`config.mk`:
```
export PLATFORM = sky130hd
export DESIGN_NAME = fwd_unit
export DESIGN_NICKNAME = d
export VERILOG_FILES = /design/src/rtl/fwd_pkg.sv /design/src/rtl/fwd_hit.sv /design/src/rtl/fwd_single.sv /design/src/rtl/fwd_operand.sv /design/src/rtl/fwd_unit.sv
export SDC_FILE = /design/constraint.sdc
export NUM_CORES = 1
export LEC_CHECK = 0
export ABC_AREA = 1
export BUFFER_PORTS_ARGS = -buffer_cell sky130_fd_sc_hd__buf_2
export CAP_MARGIN = 20
export CORE_AREA = 2 2 167 169
export DETAILED_ROUTE_END_ITERATION = 10
export DIE_AREA = 0 0 169 171
export PLACE_DENSITY_LB_ADDON = 0.08
export SLEW_MARGIN = 20
export SYNTH_ARGS = -nofsm -noshare
export SYNTH_HDL_FRONTEND = slang
export SYNTH_SLANG_ARGS = --single-unit
export TNS_END_PERCENT = 50
```
`constraint.sdc`:
```
create_clock -name vclk -period 1.5
set_input_delay 0.15 -clock vclk [all_inputs]
set_output_delay 0.15 -clock vclk [all_outputs]
set_load 0.01 [all_outputs]
```
`src/rtl/fwd_pkg.sv`:
```
package fwd_pkg;
   // Operand source codes; downstream mux decoding depends on these values
   typedef enum logic [1:0] {
      SRC_RF  = 2'b00,
      SRC_WB  = 2'b01,
      SRC_EXM = 2'b10
   } src_sel_e;
endpackage

```
`src/rtl/fwd_hit.sv`:
```
module fwd_hit #(
   parameter int REG_BITS = 5
) (
   input  logic [REG_BITS-1:0] reader_idx,
   input  logic [REG_BITS-1:0] writer_idx,
   input  logic                writer_en,
   output logic                hit
);
   localparam logic [REG_BITS-1:0] ZERO_REG = '0;

   always_comb begin
      hit = writer_en && (writer_idx == reader_idx) && (reader_idx != ZERO_REG);
   end
endmodule

```
`src/rtl/fwd_single.sv`:
```
module fwd_single #(
   parameter int XLEN     = 32,
   parameter int REG_BITS = 5
) (
   input  logic [REG_BITS-1:0] reader_idx,
   input  logic [XLEN-1:0]     base_val,
   input  logic [REG_BITS-1:0] writer_idx,
   input  logic                writer_en,
   input  logic [XLEN-1:0]     writer_val,
   output logic                taken,
   output logic [XLEN-1:0]     out_val
);
   fwd_hit #(.REG_BITS(REG_BITS)) u_hit (
      .reader_idx (reader_idx),
      .writer_idx (writer_idx),
      .writer_en  (writer_en),
      .hit        (taken)
   );

   always_comb begin
      out_val = taken ? writer_val : base_val;
   end
endmodule

```
`src/rtl/fwd_operand.sv`:
```
module fwd_operand
   import fwd_pkg::*;
#(
   parameter int XLEN     = 32,
   parameter int REG_BITS = 5
) (
   input  logic [REG_BITS-1:0] src_idx,
   input  logic [XLEN-1:0]     rf_val,
   input  logic [REG_BITS-1:0] exm_idx,
   input  logic                exm_en,
   input  logic [XLEN-1:0]     exm_val,
   input  logic [REG_BITS-1:0] mwb_idx,
   input  logic                mwb_en,
   input  logic [XLEN-1:0]     mwb_val,
   output logic [1:0]          sel,
   output logic [XLEN-1:0]     val
);
   logic hit_exm;
   logic hit_mwb;
   src_sel_e code;

   fwd_hit #(.REG_BITS(REG_BITS)) u_exm (
      .reader_idx (src_idx),
      .writer_idx (exm_idx),
      .writer_en  (exm_en),
      .hit        (hit_exm)
   );

   fwd_hit #(.REG_BITS(REG_BITS)) u_mwb (
      .reader_idx (src_idx),
      .writer_idx (mwb_idx),
      .writer_en  (mwb_en),
      .hit        (hit_mwb)
   );

   // Younger producer first
   always_comb begin
      if (hit_exm)      code = SRC_EXM;
      else if (hit_mwb) code = SRC_WB;
      else              code = SRC_RF;
   end

   always_comb begin
      unique case (code)
         SRC_EXM: val = exm_val;
         SRC_WB:  val = mwb_val;
         default: val = rf_val;
      endcase
      sel = code;
   end
endmodule

```
`src/rtl/fwd_unit.sv`:
```
module fwd_unit #(
   parameter int XLEN      = 32,
   parameter int REG_BITS  = 5,
   parameter bit WB_BYPASS = 1'b1
) (
   input  logic [REG_BITS-1:0] ex_rs1,
   input  logic [REG_BITS-1:0] ex_rs2,
   input  logic [XLEN-1:0]     ex_rf1,
   input  logic [XLEN-1:0]     ex_rf2,
   input  logic [REG_BITS-1:0] exm_rd,
   input  logic                exm_wen,
   input  logic [XLEN-1:0]     exm_result,
   input  logic [REG_BITS-1:0] mwb_rd,
   input  logic                mwb_wen,
   input  logic [XLEN-1:0]     mwb_result,
   input  logic [REG_BITS-1:0] mem_st_rs,
   input  logic [XLEN-1:0]     mem_st_val,
   input  logic [REG_BITS-1:0] id_rs1,
   input  logic [REG_BITS-1:0] id_rs2,
   input  logic [XLEN-1:0]     id_rf1,
   input  logic [XLEN-1:0]     id_rf2,
   output logic [XLEN-1:0]     alu_a,
   output logic [XLEN-1:0]     alu_b,
   output logic [1:0]          sel_a,
   output logic [1:0]          sel_b,
   output logic [XLEN-1:0]     st_data,
   output logic                st_fwd,
   output logic [XLEN-1:0]     id_op1,
   output logic [XLEN-1:0]     id_op2
);
   localparam int N_ALU_SRC = 2;
   localparam int N_ID_SRC  = 2;

   if (XLEN < 1) begin : g_bad_xlen
      $error("fwd_unit: XLEN must be at least 1");
   end
   if (REG_BITS < 1) begin : g_bad_regbits
      $error("fwd_unit: REG_BITS must be at least 1");
   end

   logic [REG_BITS-1:0] alu_idx [N_ALU_SRC];
   logic [XLEN-1:0]     alu_rf  [N_ALU_SRC];
   logic [XLEN-1:0]     alu_val [N_ALU_SRC];
   logic [1:0]          alu_sel [N_ALU_SRC];

   assign alu_idx[0] = ex_rs1;
   assign alu_idx[1] = ex_rs2;
   assign alu_rf[0]  = ex_rf1;
   assign alu_rf[1]  = ex_rf2;

   for (genvar i = 0; i < N_ALU_SRC; i++) begin : g_alu
      fwd_operand #(.XLEN(XLEN), .REG_BITS(REG_BITS)) u_op (
         .src_idx (alu_idx[i]),
         .rf_val  (alu_rf[i]),
         .exm_idx (exm_rd),
         .exm_en  (exm_wen),
         .exm_val (exm_result),
         .mwb_idx (mwb_rd),
         .mwb_en  (mwb_wen),
         .mwb_val (mwb_result),
         .sel     (alu_sel[i]),
         .val     (alu_val[i])
      );
   end

   assign alu_a = alu_val[0];
   assign alu_b = alu_val[1];
   assign sel_a = alu_sel[0];
   assign sel_b = alu_sel[1];

   // Store data taken from the writeback result
   fwd_single #(.XLEN(XLEN), .REG_BITS(REG_BITS)) u_store (
      .reader_idx (mem_st_rs),
      .base_val   (mem_st_val),
      .writer_idx (mwb_rd),
      .writer_en  (mwb_wen),
      .writer_val (mwb_result),
      .taken      (st_fwd),
      .out_val    (st_data)
   );

   logic [REG_BITS-1:0] rd_idx [N_ID_SRC];
   logic [XLEN-1:0]     rd_rf  [N_ID_SRC];
   logic [XLEN-1:0]     rd_out [N_ID_SRC];

   assign rd_idx[0] = id_rs1;
   assign rd_idx[1] = id_rs2;
   assign rd_rf[0]  = id_rf1;
   assign rd_rf[1]  = id_rf2;

   for (genvar j = 0; j < N_ID_SRC; j++) begin : g_id
      if (WB_BYPASS) begin : g_byp
         logic unused_taken;
         fwd_single #(.XLEN(XLEN), .REG_BITS(REG_BITS)) u_rd (
            .reader_idx (rd_idx[j]),
            .base_val   (rd_rf[j]),
            .writer_idx (mwb_rd),
            .writer_en  (mwb_wen),
            .writer_val (mwb_result),
            .taken      (unused_taken),
            .out_val    (rd_out[j])
         );
      end else begin : g_pass
         // Register file is write-first; pass the read through
         logic [REG_BITS-1:0] unused_idx;
         assign unused_idx = rd_idx[j];
         assign rd_out[j]  = rd_rf[j];
      end
   end

   assign id_op1 = rd_out[0];
   assign id_op2 = rd_out[1];
endmodule

```
==> reports/metrics.cfg, run 1 <==
[cts]
cts_hold_repair.buffers=0

[cells_and_area]
layout.cells.most_common_list=buf_2, nand2_1, nand3_1
most_common_library_cell_in_the_layout_ignoring_fill_and_taps=buf_2
filler_cell_count=3170
area_growth_syn_to_layout_pct=129.8
clock_buffer_count=0
fin_util_pct=31.30
count_of_sequential_standard_cells=0
multi_input_area_sq_um=3913
seq_cell_area_sq_um=0
nets=1517
drive_gt1_share_pct=56.70

[pwr]
power.share.sequential_pct=0
cellLeakagePower_nw=4.576
clock_power_share_pct=0
total_power_divided_by_cell_area_nw_per_um2=267.3
ir_worst_vdd_uv=119.2
design_power_total_mw=2.286
swShare_pct=53.25
p_switching_mw=1.217
comb_power_share_pct=100.0
cell_internal_pwr_mw=1.069

[timing]
fin_worst_hold_slack_ns=0.5836
report.final.setup_viol=162
transition_at_the_pin_with_the_smallest_max_transition_slack_ns=0.3208
timing_hold_violations_final=0
grt_setup_unrepaired=yes
maxSlewViolCount=0
finalCriticalPeriod_ns=1.734
postLayoutSetupSlackWorst_ns=-0.2341
period_share_pct=115.6
max_freq_mhz=576.7
fin_setup_tns_ns=-21.57
relSlewSlack_pct=78.61

[setup_path]
worst-endpoint-arrival_ns=1.58
endpoint_kind=output port
worstPathRequired_ns=1.35
crit_path_end=id_op1[8]
crit_type=in2out
worst_setup_path_startpoint=mwb_rd[0]
critical_path_peak_fanout=6
crit_path_start_kind=input pin

[yosys]
synth_top_cell_by_area=nand2_1
syn_inst=802
netlist.area_leader.share_pct=35.41
synth_area_per_cell_sq_um=4.640
synthesis.yosys.warnings=0
synth_seq_area_share_pct=0
mappedNetlistArea_sq_um=3721
synthTopCellsByArea=nand2_1, nand3_1, o21ai_0, buf_6, inv_1
mappedNetlistNets=1063
ys_types=28

[grt]
grt_first_pass_wirelength_um=43680
maximum_number_of_pins_on_one_net_before_global_route_repair=37
grt_use_total_pct=19.91
antenna_found_initial=2
sum_of_overflow_across_all_layers_after_global_routing=0
grt_pass1_vias=6974

[placement]
hpwlAfterDp_um=23900
dpl_worst_slack_ns=-0.3653
port_buffers=426
gpl.final_weighted_congestion=0.8008

[drt]
drt-initial-drc-count=333
wl_um=32240
drt_pre_antenna_iters=5
wl_per_cell_um=20.13
route.vias.total=7255
post_drt_via_cell_ratio=4.532
count_of_unresolved_drc_violations_after_routing=0
ant_nets=0

[floorplanning]
floorplan.initialDensity_pct=13.62
die-width_um=169
die_outline_area_sq_um=28900
pin_count=426
die_h_um=171
fp-row-count=61
core_region_area_sq_um=27320

[worst_hold_path]
min_path_type=in2out

[run]
max-cap-violations=0

[outcome]
outcome=finished with violations
violated_checks=setup timing

==> kinds of logic after synthesis <==
group           after synthesis  synth area share, %
compound gates              108                15.03
buf+inv                     107                15.20
simple gates                583                68.83
xor+xnor                      4               0.9417
==> worst max-delay path, cell delays in order <==
cell        delay (ns)
buf_8             0.09
clkinvlp_4        0.12
buf_6             0.14
buf_6             0.11
nand2_2           0.05
o21ai_2           0.06
inv_2             0.06
nand2_4           0.10
nor2_8            0.15
buf_12            0.14
buf_12            0.15
nand2_1           0.07
nand2_1           0.06
buf_2             0.13
==> cell type report <==
class / count / share of cell area (%)
diodes: 1 / 0.02926
inverters: 43 / 2.107
multi-input cells: 695 / 45.75
well taps: 346 / 5.062
repair buffers: 516 / 47.05
==> power by group through the flow <==
| stage | clock (mW) | sequential (mW) | combinational, mW |
|---|---|---|---|
| after floorplan | 0 | 0 | 0.760 |
| after global placement | 0 | 0 | 1.86 |
| after detailed placement | 0 | 0 | 1.85 |
| after CTS | 0 | 0 | 2.09 |
| after global routing | 0.0000000896 | 0 | 2.47 |
| final | 0.0000000896 | 0 | 2.29 |
==> worst min-delay path by stage <==
stage	start	to	slack [ns]	depth (start not counted)
after floorplan	mwb_result[0]	id_op1[0]	0.42	2
after global placement	mem_st_val[30]	st_data[30]	0.58	4
after detailed placement	id_rf2[4]	id_op2[4]	0.58	4
after CTS	id_rf2[4]	id_op2[4]	0.58	4
after global routing	mem_st_val[23]	st_data[23]	0.60	4
final	mem_st_val[24]	st_data[24]	0.58	4
==> cells in the mapped netlist, drive strengths merged <==
cell type / count
nand4: 2
clkinv: 2
xnor2: 2
nor2: 25
nand2: 358
clkbuf: 17
a21boi: 1
or2: 2
buf: 47
o22ai: 1
xor2: 2
a21oi: 4
inv: 41
o21ai: 102
nand3: 196
==> per-layer routing <==
metal | vias to the layer above | track usage (%) | wire length [um]
li1 | 3546 | - | -
met1 | 3396 | 25.23 | 13600
met2 | 297 | 36.65 | 16400
met3 | 16 | 2.683 | 1995
met4 | 0 | 2.676 | 233
met5 | - | 0 | 0
==> per-stage QoR <==
stage | area, sq um | std cells
after floorplan | 3721 | 802
after global placement | 6670 | 1567
after detailed placement | 6670 | 1567
after CTS | 7619 | 1588
after global routing | 8552 | 1601
final | 8552 | 1601
==> what timing repair did <==
item,in CTS,in global routing
gates cloned,8,9
hold endpoints to repair,0,0
setup buffers,14,6
pin swaps,55,50
resized for setup,150,209
endpoints found under the setup margin,164,165
No activity file was read; power rests on OpenSTA's default activity.
==> inputs of run 2 (changes only) <==
--- a/config.mk
+++ b/config.mk
@@ -5,12 +5,13 @@
 export SDC_FILE = /design/constraint.sdc
 export NUM_CORES = 1
 export LEC_CHECK = 0
-export ABC_AREA = 1
 export BUFFER_PORTS_ARGS = -buffer_cell sky130_fd_sc_hd__buf_2
 export CAP_MARGIN = 20
-export CORE_AREA = 2 2 167 169
+export CELL_PAD_IN_SITES_DETAIL_PLACEMENT = 2
+export CELL_PAD_IN_SITES_GLOBAL_PLACEMENT = 2
+export CORE_AREA = 2 2 163 165
 export DETAILED_ROUTE_END_ITERATION = 10
-export DIE_AREA = 0 0 169 171
+export DIE_AREA = 0 0 165 167
 export PLACE_DENSITY_LB_ADDON = 0.08
 export SLEW_MARGIN = 20
 export SYNTH_ARGS = -nofsm -noshare
==> constraint.sdc (replaced) <==
create_clock -name vclk -period 1.6
set_input_delay 0.16 -clock vclk [all_inputs]
set_output_delay 0.16 -clock vclk [all_outputs]
set_load 0.01 [all_outputs]
==> reports/metrics.cfg, run 2 <==
[outcome]
outcome=finished with violations
violated_checks=setup timing

[timing]
fin_worst_hold_slack_ns=0.6165
report.final.setup_viol=165
max_freq_mhz=485.3
postLayoutSetupSlackWorst_ns=-0.4607
fin_setup_tns_ns=-60.49
relSlewSlack_pct=75.89
maxSlewViolCount=0
timing_hold_violations_final=0
transition_at_the_pin_with_the_smallest_max_transition_slack_ns=0.3589
finalCriticalPeriod_ns=2.061
grt_setup_unrepaired=yes
period_share_pct=128.8

[yosys]
synthesis.yosys.warnings=0
synth_top_cell_by_area=mux2_2
synthMuxAreaShare_pct=32.10
netlist.area_leader.share_pct=31.43
synth_simple_gate_area_share_pct=24.00
mappedNetlistArea_sq_um=3368
synth_common_cells=mux2_2, nor3_1, a31oi_1, nand3_1, o21ai_0
synth_compound_gate_area_share_pct=24.81
synth-xor-area-share_pct=8.321
synthTopCellsByArea=mux2_2, a31oi_1, nor3_1, nand3_1, o21ai_0
ys_types=26
synth_top_family_by_area=multiplexers
syn_inst=481
synthMostInstantiatedCell=mux2_2
synth_area_per_cell_sq_um=7.003
synth-adder-area-share_pct=0
mappedNetlistNets=742
synth_seq_area_share_pct=0

[grt]
grt_pass1_vias=6630
antenna_found_initial=10
maximum_number_of_pins_on_one_net_before_global_route_repair=34
grt_first_pass_wirelength_um=43090
grt_use_total_pct=20.62
sum_of_overflow_across_all_layers_after_global_routing=0

[drt]
wl_per_cell_um=24.71
ant_nets=0
count_of_unresolved_drc_violations_after_routing=0
drt-initial-drc-count=186
route.vias.total=6033
wl_um=31870
drt_pre_antenna_iters=4
post_drt_via_cell_ratio=4.677

[floorplanning]
core_region_area_sq_um=25760
die-width_um=165
fp-row-count=59
pin_count=426
die_h_um=167
die_outline_area_sq_um=27560
floorplan.initialDensity_pct=13.07

[pwr]
cellLeakagePower_nw=4.140
ir_worst_vdd_uv=106.4
total_power_divided_by_cell_area_nw_per_um2=286.9
design_power_total_mw=2.505

[worst_hold_path]
hold_end=st_data[12]
min_path_cells=3
timing.hold.worst.start=mem_st_val[12]
min_path_type=in2out

[setup_path]
worst-endpoint-arrival_ns=1.90
crit_path_start_kind=input pin
critical_path_peak_fanout=8
endpoint_kind=output port
crit_type=in2out
worstPathRequired_ns=1.44

[placement]
detailed_place.area_sq_um=6449
dpl_worst_slack_ns=-0.4799
post-place-cells=1235
gpl.final_weighted_congestion=0.7805
port_buffers=426
hpwlAfterDp_um=22960

[cells_and_area]
finished_cell_area_sq_um=8730
clock_buffer_count=0
count_of_sequential_standard_cells=0
fin_util_pct=33.88
multi_input_area_sq_um=3860
nets=1211
area_growth_syn_to_layout_pct=159.2
filler_cell_count=2875
layout.cells.most_common_list=buf_2, buf_6, mux2_4
most_common_library_cell_in_the_layout_ignoring_fill_and_taps=buf_2
finish.cell_count_without_fillers=1290
seq_cell_area_sq_um=0
drive_gt1_share_pct=74.26

[cts]
cts_hold_repair.buffers=0

[run]
max-cap-violations=0

run 2: where the power goes:
| part | switching (mW) | leakage (nW) | internal, mW |
|---|---|---|---|
| combinational | 1.19 | 4.14 | 1.32 |
| sequential | 0 | 0 | 0 |
| clock | 0 | 0.0000444 | 0.000000586 |
run 2: timing repair:
| item | in CTS | in global routing |
|---|---|---|
| resized for setup | 179 | 161 |
| endpoints found under the setup margin | 165 | 165 |
| cloned | 8 | 13 |
| pin swaps | 40 | 56 |
| endpoints found under the hold margin | 0 | 0 |
| buffers inserted | 13 | 18 |
run 2: cells by family after synthesis:
group	count (synthesis)
AND/OR/NAND/NOR	150
AO/OA/AOI/OAI	137
multiplexers	96
buffers and inverters	66
XOR/XNOR	32
run 2: worst max-delay path by stage:
stage | cells past startpoint | startpoint | end | slack, ns
floorplan | 6 | mwb_rd[3] | st_data[10] | -0.12
global placement | 7 | ex_rs1[1] | alu_a[26] | -0.43
detailed placement | 7 | ex_rs2[1] | alu_b[1] | -0.48
CTS | 8 | ex_rs1[4] | alu_a[9] | -0.44
global route | 10 | mwb_rd[2] | id_op2[27] | -0.52
finish | 8 | ex_rs2[3] | alu_b[30] | -0.46
run 2: critical path: stages:
cell and delay, ns:
buf_6 0.09, or4_4 0.59, o211ai_4 0.25, buf_4 0.18, clkbuf_16 0.15, o21ai_0 0.09
a31oi_1 0.21, buf_2 0.17
run 2: per-layer routing:
layer	part of all wire [%]	track usage, %
met5	0.085	0
met4	2.5	4.537
met3	6.1	3.462
met2	53	39.73
met1	38	23.23
run 2: layout make-up:
type               count  area share, %
inverters              3         0.2150
multi-input cells    415          44.22
diodes                 7         0.2007
well taps            335          4.801
repair buffers       530          50.57
